[src/rtl/udma_pkg.sv]
`timescale 1ns/1ps
package udma_pkg;
  typedef enum logic [2:0] {
    ST_IDLE, ST_ACK, ST_BURST, ST_STOP, ST_CRC
  } burst_state_e;

  localparam logic [15:0] CRC_SEED = 16'h4ABA;
  localparam logic [15:0] CRC_POLY = 16'h1021;

  // one 16-bit word into the CRC, MSB first
  function automatic logic [15:0] crc_step(logic [15:0] crc, logic [15:0] word);
    logic [15:0] c;
    c = crc;
    for (int i = 15; i >= 0; i--) begin
      if (c[15] ^ word[i]) c = {c[14:0], 1'b0} ^ CRC_POLY;
      else                 c = {c[14:0], 1'b0};
    end
    return c;
  endfunction
endpackage

[src/rtl/udma_sync.sv]
`timescale 1ns/1ps
module udma_sync #(
  parameter int W      = 1,
  parameter int STAGES = 2
) (
  input  logic         clk_i,
  input  logic         rst_ni,
  input  logic [W-1:0] d_i,
  output logic [W-1:0] q_o
);
  logic [STAGES-1:0][W-1:0] st_q;

  if (STAGES == 1) begin : g_single
    always_ff @(posedge clk_i or negedge rst_ni)
      if (!rst_ni) st_q <= '0;
      else         st_q <= d_i;
  end else begin : g_chain
    always_ff @(posedge clk_i or negedge rst_ni)
      if (!rst_ni) st_q <= '0;
      else         st_q <= {st_q[STAGES-2:0], d_i};
  end

  assign q_o = st_q[STAGES-1];
endmodule

[src/rtl/udma_rx_fifo.sv]
`timescale 1ns/1ps
module udma_rx_fifo #(
  parameter int DW    = 16,
  parameter int DEPTH = 8,           // power of two
  localparam int AW   = $clog2(DEPTH)
) (
  input  logic          clk_i,
  input  logic          rst_ni,
  input  logic          push_i,
  input  logic [DW-1:0] data_i,
  input  logic          pop_i,
  output logic [DW-1:0] data_o,
  output logic          valid_o,
  output logic [AW:0]   level_o
);
  localparam logic [AW:0] FULL = (AW+1)'(DEPTH);

  logic [DW-1:0] mem_q [DEPTH];
  logic [AW-1:0] wptr_q, rptr_q;
  logic [AW:0]   level_q;
  logic          do_push, do_pop;

  assign do_push = push_i && (level_q != FULL);
  assign do_pop  = pop_i && (level_q != '0);

  always_ff @(posedge clk_i)
    if (do_push) mem_q[wptr_q] <= data_i;

  always_ff @(posedge clk_i or negedge rst_ni) begin
    if (!rst_ni) begin
      wptr_q  <= '0;
      rptr_q  <= '0;
      level_q <= '0;
    end else begin
      if (do_push) wptr_q <= wptr_q + 1'b1;
      if (do_pop)  rptr_q <= rptr_q + 1'b1;
      level_q <= level_q + (AW+1)'(do_push) - (AW+1)'(do_pop);
    end
  end

  assign data_o  = mem_q[rptr_q];
  assign valid_o = (level_q != '0);
  assign level_o = level_q;
endmodule

[src/rtl/udma_crc.sv]
`timescale 1ns/1ps
module udma_crc (
  input  logic        clk_i,
  input  logic        rst_ni,
  input  logic        clr_i,
  input  logic        en_i,
  input  logic [15:0] data_i,
  output logic [15:0] crc_o
);
  import udma_pkg::*;
  logic [15:0] crc_q;

  always_ff @(posedge clk_i or negedge rst_ni)
    if (!rst_ni)    crc_q <= CRC_SEED;
    else if (clr_i) crc_q <= CRC_SEED;
    else if (en_i)  crc_q <= crc_step(crc_q, data_i);

  assign crc_o = crc_q;
endmodule

[src/rtl/udma_host.sv]
`timescale 1ns/1ps
module udma_host #(
  parameter int DW        = 16,
  parameter int LEN_W     = 16,
  parameter int DEPTH     = 8,
  parameter int SLACK     = 3,
  parameter int STOP_HOLD = 4,
  parameter int SYNC      = 2
) (
  input  logic             clk_i,
  input  logic             rst_ni,
  input  logic             start_i,
  input  logic             write_i,
  input  logic [LEN_W-1:0] xfer_len_i,
  input  logic [15:0]      dev_crc_i,
  input  logic [DW-1:0]    wr_data_i,
  input  logic             wr_valid_i,
  output logic             wr_ready_o,
  output logic [DW-1:0]    rd_data_o,
  output logic             rd_valid_o,
  input  logic             rd_ready_i,
  input  logic             dmarq_i,
  output logic             dmack_no,
  output logic             stop_o,
  output logic             hstrobe_o,
  output logic             hdmardy_no,
  input  logic             dstrobe_i,
  input  logic             ddmardy_ni,
  input  logic [DW-1:0]    dd_i,
  output logic [DW-1:0]    dd_o,
  output logic             dd_oe_o,
  output logic             done_o,
  output logic             crc_err_o,
  output logic [15:0]      crc_o
);
  import udma_pkg::*;

  localparam int AW       = $clog2(DEPTH);
  localparam int PAUSE_AT = DEPTH - SLACK;
  localparam int HW       = $clog2(STOP_HOLD + 1);
  localparam logic [HW-1:0] HOLD_LAST = HW'(STOP_HOLD - 1);
  localparam int SW       = DW + 3;

  burst_state_e  state_q, state_d;
  logic          write_q;
  logic [LEN_W-1:0] len_q, cnt_q;
  logic [HW-1:0] hold_q;
  logic          strobe_q, hstrobe_q, crc_err_q;
  logic [DW-1:0] dd_q;

  // device side oversampling: request, strobe, ready and data share one chain
  logic [SW-1:0] raw, syn;
  logic          s_dmarq, s_strobe, s_rdy_n;
  logic [DW-1:0] s_dd;

  assign raw = {dmarq_i, dstrobe_i, ddmardy_ni, dd_i};

  udma_sync #(.W(SW), .STAGES(SYNC)) u_sync (
    .clk_i (clk_i),
    .rst_ni(rst_ni),
    .d_i   (raw),
    .q_o   (syn)
  );

  assign {s_dmarq, s_strobe, s_rdy_n, s_dd} = syn;

  logic accept, in_burst, cnt_done, fire_wr, push_rd, hold_done;
  logic [AW:0] fifo_level;

  assign accept    = (state_q == ST_IDLE) && start_i && s_dmarq;
  assign in_burst  = (state_q == ST_BURST);
  assign cnt_done  = (cnt_q == len_q);
  assign fire_wr   = in_burst && write_q && !s_rdy_n && !cnt_done && wr_valid_i;
  assign push_rd   = in_burst && !write_q && !cnt_done && (s_strobe != strobe_q);
  assign hold_done = (state_q == ST_STOP) && (hold_q == HOLD_LAST);

  always_comb begin
    state_d = state_q;
    unique case (state_q)
      ST_IDLE:  if (accept) state_d = ST_ACK;
      ST_ACK:   state_d = ST_BURST;
      ST_BURST: if (cnt_done || !s_dmarq) state_d = ST_STOP;
      ST_STOP:  if (hold_done) state_d = ST_CRC;
      ST_CRC:   state_d = ST_IDLE;
      default:  state_d = ST_IDLE;
    endcase
  end

  always_ff @(posedge clk_i or negedge rst_ni) begin
    if (!rst_ni) begin
      state_q   <= ST_IDLE;
      write_q   <= 1'b0;
      len_q     <= '0;
      cnt_q     <= '0;
      hold_q    <= '0;
      strobe_q  <= 1'b0;
      hstrobe_q <= 1'b1;
      dd_q      <= '0;
      crc_err_q <= 1'b0;
    end else begin
      state_q  <= state_d;
      strobe_q <= s_strobe;
      if (accept) begin
        write_q   <= write_i;
        len_q     <= xfer_len_i;
        cnt_q     <= '0;
        crc_err_q <= 1'b0;
      end
      if (fire_wr || push_rd) cnt_q <= cnt_q + 1'b1;
      if (fire_wr) begin
        dd_q      <= wr_data_i;
        hstrobe_q <= ~hstrobe_q;
      end
      hold_q <= (state_q == ST_STOP) ? hold_q + 1'b1 : '0;
      if (hold_done) crc_err_q <= (crc_o != dev_crc_i);
    end
  end

  udma_crc u_crc (
    .clk_i (clk_i),
    .rst_ni(rst_ni),
    .clr_i (accept),
    .en_i  (fire_wr || push_rd),
    .data_i(write_q ? wr_data_i : s_dd),
    .crc_o (crc_o)
  );

  udma_rx_fifo #(.DW(DW), .DEPTH(DEPTH)) u_fifo (
    .clk_i  (clk_i),
    .rst_ni (rst_ni),
    .push_i (push_rd),
    .data_i (s_dd),
    .pop_i  (rd_ready_i),
    .data_o (rd_data_o),
    .valid_o(rd_valid_o),
    .level_o(fifo_level)
  );

  assign wr_ready_o = in_burst && write_q && !s_rdy_n && !cnt_done;
  assign dmack_no   = !(state_q inside {ST_ACK, ST_BURST, ST_STOP});
  assign stop_o     = (state_q == ST_STOP);
  assign hstrobe_o  = hstrobe_q;
  assign hdmardy_no = !(in_burst && !write_q && !cnt_done && (int'(fifo_level) < PAUSE_AT));
  assign dd_o       = dd_q;
  assign dd_oe_o    = write_q && !dmack_no;
  assign done_o     = (state_q == ST_CRC);
  assign crc_err_o  = crc_err_q;
endmodule

[config.mk]
export PLATFORM = sky130hd
export DESIGN_NAME = udma_host
export DESIGN_NICKNAME = d
export VERILOG_FILES = /design/src/rtl/udma_pkg.sv /design/src/rtl/udma_sync.sv /design/src/rtl/udma_rx_fifo.sv /design/src/rtl/udma_crc.sv /design/src/rtl/udma_host.sv
export SDC_FILE = /design/constraint.sdc
export NUM_CORES = 1
export LEC_CHECK = 0
export ABC_AREA = 1
export ABC_CLOCK_PERIOD_IN_PS = 4300
export BUFFER_PORTS_ARGS = -buffer_cell sky130_fd_sc_hd__buf_2
export CORE_ASPECT_RATIO = 0.7
export CORE_UTILIZATION = 25
export DETAILED_ROUTE_END_ITERATION = 8
export GPL_TIMING_DRIVEN = 0
export PLACE_DENSITY = 0.49
export SYNTH_ARGS = -nofsm -noshare
export SYNTH_HDL_FRONTEND = slang
export SYNTH_SLANG_ARGS = --single-unit
[constraint.sdc]
create_clock -name clk_i -period 4.3 [get_ports clk_i]
set_input_delay 0.43 -clock clk_i [delete_from_list [all_inputs] [get_ports clk_i]]
set_output_delay 0.43 -clock clk_i [all_outputs]
set_load 0.02 [all_outputs]
==> flow_summary.yaml, run 1 <==
grt:
  use_met1: 0.216
  grtUsageTotal: 0.145
  use_met3: 0.0295
  grtUsageMet2: 0.210
  grt_max_degree: 79
  grt_busiest_layer: "met1"
  grt_pass1_wl_mm: 50.5
  grt_overflow_total: 0
  grt_pass1_vias: 8183
  antenna_found_initial: 1
critical_path:
  cp_slowest_stage_delay_ns: 0.55
  cp.depth: 8
  required_ns: 3.87
  path_class: "reg -> out"
  crit_slowest_cell: "clkbuf_1"
  start_kind: "register"
  rr_worst_depth: 10
  path_max_fanout: 10
  crit_family: "buffers and inverters"
  crit_arrival_ns: 2.89
  crit_chain: "inv_1 -> clkbuf_1 -> clkbuf_1 -> nor2_1 -> o22ai_1 -> nor2_1 -> a31oi_1 -> buf_2"
  cp_num_buf_inv: 4
  end_kind: "output pin"
detailed_routing:
  wl_per_cell_um: 17.3
  firstDrtPassIters: 5
  via_count: 8415
  via_per_inst: 4.36
  initialDrtViolationCount: 716
  wirelength_mm: 33.3
  antenna_left: 0
  drc: 0
synth:
  syn_inst: 1130
  synth-xor-area-share: 0.0409
  synth_cell_types: 48
  synth_top_cell_area_share: 0.341
  synth_edf_count: 128
  synth.mux.area_fraction: 0
  syn_area_um2: 11300
  synth_nets: 1216
  yosysWarnings: 0
  ys_top_cells_by_area: "edfxtp_1 34%, dfrtp_1 25%, nand2_1 9.2%"
  synth.largest_area_cell: "edfxtp_1"
  ys_seq_area_frac: 0.614
  ys_async_sr_fraction: 0.488
  synth_ff_type: "edfxtp_1"
  syn_area_per_cell_um2: 9.96
  synthSimpleGateAreaFrac: 0.212
  yosys_register_bits: 250
  synth_top_family_by_area: "simple AND/OR/NAND/NOR gates"
  synth_compound_area_frac: 0.0730
  synthAdderAreaFrac: 0.0151
clocking:
  cts_tree: "done"
  clk_latency_ns: 0.56
  numClockSinks: 250
  clock_path_buffers: 3
  cts_made_buffers: 28
  ctsResizeCount: 0
  cts.reportedPaths.clkPinSlew_ns: 0.07
  cts_root_buf: "clkbuf_16"
  cts_max_level: 1
power:
  cellPowerDensity_nw_per_um2: 732
  worst_ir_drop_vdd_v: 0.000295
  total_power_mw: 10.2
  p_leak_nw: 5.95
placement:
  portBuffers: 129
  dp_hpwl_mm: 24.6
  gp_congestion: 0.881
  placed_area_um2: 12700
hold_path:
  whs_path_depth: 3
  hold_path.class: "in -> reg"
sta:
  tightest_slew_ns: 1.11
  finalMaxSlewViolations: 0
  finalSetupTns_ns: 0
  slew_headroom: 0.258
  fin_crit_sh: 0.773
  fmax_mhz: 301
  period_minus_slack_ns: 3.32
  fin_worst_skew_ns: 0.0123
  rsz0062_at_grt: "no"
  setup_viol_count_final: 0
  final-hold-violation-count: 0
job:
  drv_cap: 0
finish:
  drive_above_1_share: 0.201
  finalNetCount: 1400
  area_growth_pct: 23.9
  final_area_um2: 13900
  utilization: 0.317
  layout_common_cells: "277 x nand2_1, 140 x nor2_1, 131 x buf_2, 128 x edfxtp_1, 113 x dfrtp_1"
  final_common_cell: "nand2_1"
floorplan:
  initial_core_util: 0.256
  io_pins: 130
  core-area_um2: 44000
  rows: 64
  die_h_um: 180
  die_w_um: 256
  die_area_um2: 45900
run_status:
  outcome: "completed"
metal layers:
metal  vias to the layer above  routed length [um]
met5                         -                   0
met4                         0                 720
met3                        37                2060
met2                       211               14000
met1                      4053               16600
li1                       4114                   -
timing repair:
item                                   in CTS  in global routing
setup buffers                               0                  0
setup endpoints to repair                   0                  0
endpoints found under the hold margin      62                  0
hold buffers                               20                  0
where the power goes:
part,internal (mW),switching [mW],leakage [nW],total [mW]
logic,1.41,2.99,2.81,4.40
registers,2.91,0.321,2.65,3.23
clock network,1.55,1.02,0.494,2.57
through the flow:
stage,hold WS (ns),cells,worst slack [ns]
floorplan,0.134,1130,1.83
global placement,0.332,1853,0.875
detailed placement,0.335,1858,1.33
CTS,0.0354,1930,0.988
global route,0.0536,1930,0.831
finish,0.0690,1931,0.978
cell usage after synthesis, types with 2 or more instances:
cell type,instances
a21oi_1,4
a31oi_1,17
buf_1,2
buf_2,3
buf_4,2
buf_6,4
clkbuf_1,26
dfrtp_1,113
dfstp_2,9
edfxtp_1,128
ha_1,12
inv_1,78
inv_2,8
nand2_1,277
nand2_2,16
nand2_4,3
nand3_1,62
nand3_2,3
nand3b_1,2
nand4_1,9
nand4_2,2
nor2_1,143
nor2_2,6
nor3_1,5
nor4_1,2
o21ai_0,92
o21ai_1,5
o21ai_2,10
o22ai_1,17
or2_0,3
or2_1,2
or2_2,6
or2_4,2
xnor2_1,24
xor2_1,18
xor2_2,3
worst register-to-register path: cells and delay by family (launching register included):
kind	cells	cell delay (ns)
buffers and inverters	1	0.17
DFF	1	0.40
and+or+nand+nor	9	1.95
sequential cells by signal, indices dropped and copies added, names as in the netlist:
| name | flops |
|---|---|
| u_sync.q_o | 19 |
| u_fifo.wptr_q | 3 |
| hold_q | 3 |
| dd_o | 16 |
| u_fifo.rptr_q | 3 |
| u_crc.crc_o | 16 |
| crc_err_o | 1 |
| write_q | 1 |
| u_fifo.mem_q | 128 |
| u_sync.st_q | 19 |
| cnt_q | 16 |
| state_q | 3 |
| len_q | 16 |
| hstrobe_o | 1 |
| strobe_q | 1 |
| u_fifo.level_o | 4 |
worst paths after layout:
path / from / endpoint / slack [ns]
max reg2reg: cnt_q[8] / u_fifo.mem_q[2][11] / 1.38
min in group asynchronous: rst_ni / u_sync.st_q[0] / 0.38
min: xfer_len_i[11] / len_q[11] / 0.07
max: u_fifo.rptr_q[0] / rd_data_o[12] / 0.98
max in group asynchronous: rst_ni / u_crc.crc_o[9] / 3.12
min reg2reg: u_sync.st_q[17] / u_sync.q_o[17] / 0.34
final cells by class:
class                           count  area, um^2
Antenna cell                        1        2.50
Buffer                             37         180
Clock buffer                       37         840
Clock inverter                     15         161
Fill cell                        4558       30100
Inverter                           88         335
Multi-Input combinational cell    755        3840
Sequential cell                   250        6910
Tap cell                          594         743
Timing Repair Buffer              154         932
cell families (layout without fill, tap and decap cells):
logic type	after synthesis	count (layout)
AOI/OAI and AO/OA	147	147
xor gates and xnor gates	47	47
adders and majority gates	13	13
buffers and inverters	125	331
DFF	250	250
other	0	1
and+or+nand+nor	548	548
No activity file was read; power rests on OpenSTA's default activity.
==> run 2: changes to the inputs <==
Settings changed: ABC_CLOCK_PERIOD_IN_PS 4300 to 3100.
Clock period 4.3 ns to 3.1 ns, I/O delays scaled along.
==> run 2 against run 1 <==
  * Global-route usage rose by 0.10 points
  * First-iteration DRC count fell by 1.7%
  * Clock-buffer cell count did not move
  * Register-to-register slack got worse by 1.1 ns
  * Wire length rose by 0.86%
  * Clock skew rose by 0.0013 ns
  * Flip-flop and latch count did not move
  * Setup slack got worse by 0.82 ns
  * Utilization rose by 0.57 points
  * Clock power rose by 39%
  * Die area did not move
==> flow_summary.yaml, run 2 (same netlist as run 1, synthesis figures left out) <==
detailed_routing:
  initialDrtViolationCount: 704
  antenna_left: 0
  via_count: 8450
  wl_per_cell_um: 17.2
  wirelength_mm: 33.6
  via_per_inst: 4.33
  firstDrtPassIters: 5
  drc: 0
clocking:
  post_cts_buffers: 0
  cts_tree: "done"
  cts.reportedPaths.clkPinSlew_ns: 0.06
  cts_root_buf: "clkbuf_16"
  numClockSinks: 250
  clock_path_buffers: 3
  cts_max_level: 1
  clk_latency_ns: 0.56
  cts_made_buffers: 28
placement:
  gp_congestion: 0.881
  portBuffers: 129
  placed_area_um2: 12700
  dp_hpwl_mm: 24.6
sta:
  slew_headroom: 0.348
  fmax_mhz: 339
  period_minus_slack_ns: 2.95
  fin_worst_skew_ns: 0.0136
  setup_viol_count_final: 0
  finalMaxSlewViolations: 0
  rsz0062_at_grt: "yes"
  final-hold-violation-count: 0
  fin_crit_sh: 0.951
  tightest_slew_ns: 0.978
  timing.hold.ws_ns: 0.0189
grt:
  grt_overflow_total: 0
  grtUsageTotal: 0.146
  grt_max_degree: 79
  grt_pass1_wl_mm: 50.9
  grt_pass1_vias: 8257
  antenna_found_initial: 1
critical_path:
  required_ns: 2.79
  end_kind: "output pin"
  crit_arrival_ns: 2.64
  r2r_slack_ns: 0.25
  start_kind: "register"
  path_max_fanout: 10
  r2r_end: "u_fifo.mem_q[0][10]"
  rr_worst_depth: 10
  path_class: "reg -> out"
  reg2reg_from: "cnt_q[6]"
floorplan:
  die_h_um: 180
  rows: 64
  initial_core_util: 0.256
  io_pins: 130
  die_w_um: 256
  core-area_um2: 44000
  die_area_um2: 45900
finish:
  drive_above_1_share: 0.207
  final_common_cell: "nand2_1"
  utilization: 0.322
  final_area_um2: 14200
  largest_reg_flops: 128
  regMostFlops: "u_fifo.mem_q"
  layout_common_cells: "277 x nand2_1, 140 x nor2_1, 131 x buf_2, 128 x edfxtp_1, 113 x dfrtp_1"
  area_growth_pct: 26.1
  finalNetCount: 1422
  n_fill_cell: 4541
power:
  total_power_mw: 14.2
  cellPowerDensity_nw_per_um2: 1000
  worst_ir_drop_vdd_v: 0.000409
  p_leak_nw: 6.08
job:
  drv_cap: 0
hold_path:
  min_from: "wr_data_i[3]"
  whs_path_depth: 3
  hold_end: "dd_o[3]"
  hold_path.class: "in -> reg"
run_status:
  outcome: "completed"
==> run 2: changes by cell type in the layout (fill, tap and decap cells not counted), sizes merged <==
cell,change
dlygate4sd3,+22
==> run 2: area by class of cell <==
class / count / area, um^2 / share of cell area
sequential: 250 / 6910 / 0.487
multi-input combinational: 755 / 3860 / 0.272
timing repair buffer: 176 / 1150 / 0.0812
clock buffer: 37 / 840 / 0.0591
clock inverter: 15 / 161 / 0.0114
buffer: 37 / 195 / 0.0137
inverter: 88 / 335 / 0.0236
tap: 594 / 743 / 0.0524
antenna: 1 / 2.50 / 0.000176
==> run 2: worst max path at each step <==
stage                startpoint                  end  slack (ns)  cells after the start
4_1_cts        u_fifo.rptr_q[0]        rd_data_o[12]      0.0002                      7
3_3_place_gp           cnt_q[8]  u_fifo.mem_q[7][10]       -0.33                     11
3_5_place_dp           cnt_q[6]  u_fifo.mem_q[2][10]        0.13                     10
5_1_grt        u_fifo.rptr_q[0]        rd_data_o[12]       -0.05                      8
6_report       u_fifo.rptr_q[0]        rd_data_o[12]        0.15                      8
2_1_floorplan          cnt_q[1]   u_fifo.mem_q[1][0]        0.63                     11
==> run 2: worst max-delay path, cell delays in order, from the launching register on <==
cell and delay, ns:
dfrtp_1 0.40, inv_1 0.08, clkbuf_1 0.38, clkbuf_2 0.38
nor2_1 0.07, o22ai_1 0.18, nor2_1 0.06, a31oi_1 0.30
buf_2 0.24
==> run 2: metrics by stage <==
stage / worst slack, ns / setup TNS, ns / std cells
finish: 0.153 / 0 / 1953
global route: -0.0470 / -0.0521 / 1952
CTS: 0.000227 / 0 / 1952
detailed placement: 0.132 / 0 / 1858
global placement: -0.325 / -28.95 / 1853
floorplan: 0.629 / 0 / 1130
==> run 2: report_power, final <==
group          leakage, nW  internal, mW  total [mW]  switching, mW
clock                0.494          2.15        3.56           1.40
combinational         2.93          1.99        6.16           4.17
sequential            2.65          4.04        4.48          0.446
total                 6.08          8.18        14.2           6.02
==> run 2: timing repair <==
item	4_1_cts	5_1_grt
hold endpoints to repair	84	0
setup endpoints to repair	4	42
hold buffers	42	0
gates resized for setup	6	15
==> run 2: layer usage <==
metal,vias to the layer above,share of wire,global-route usage
met3,39,0.059,0.0283
met2,207,0.42,0.213
met1,4047,0.50,0.218
li1,4157,-,-
met4,0,0.021,0.0371
met5,-,0,0
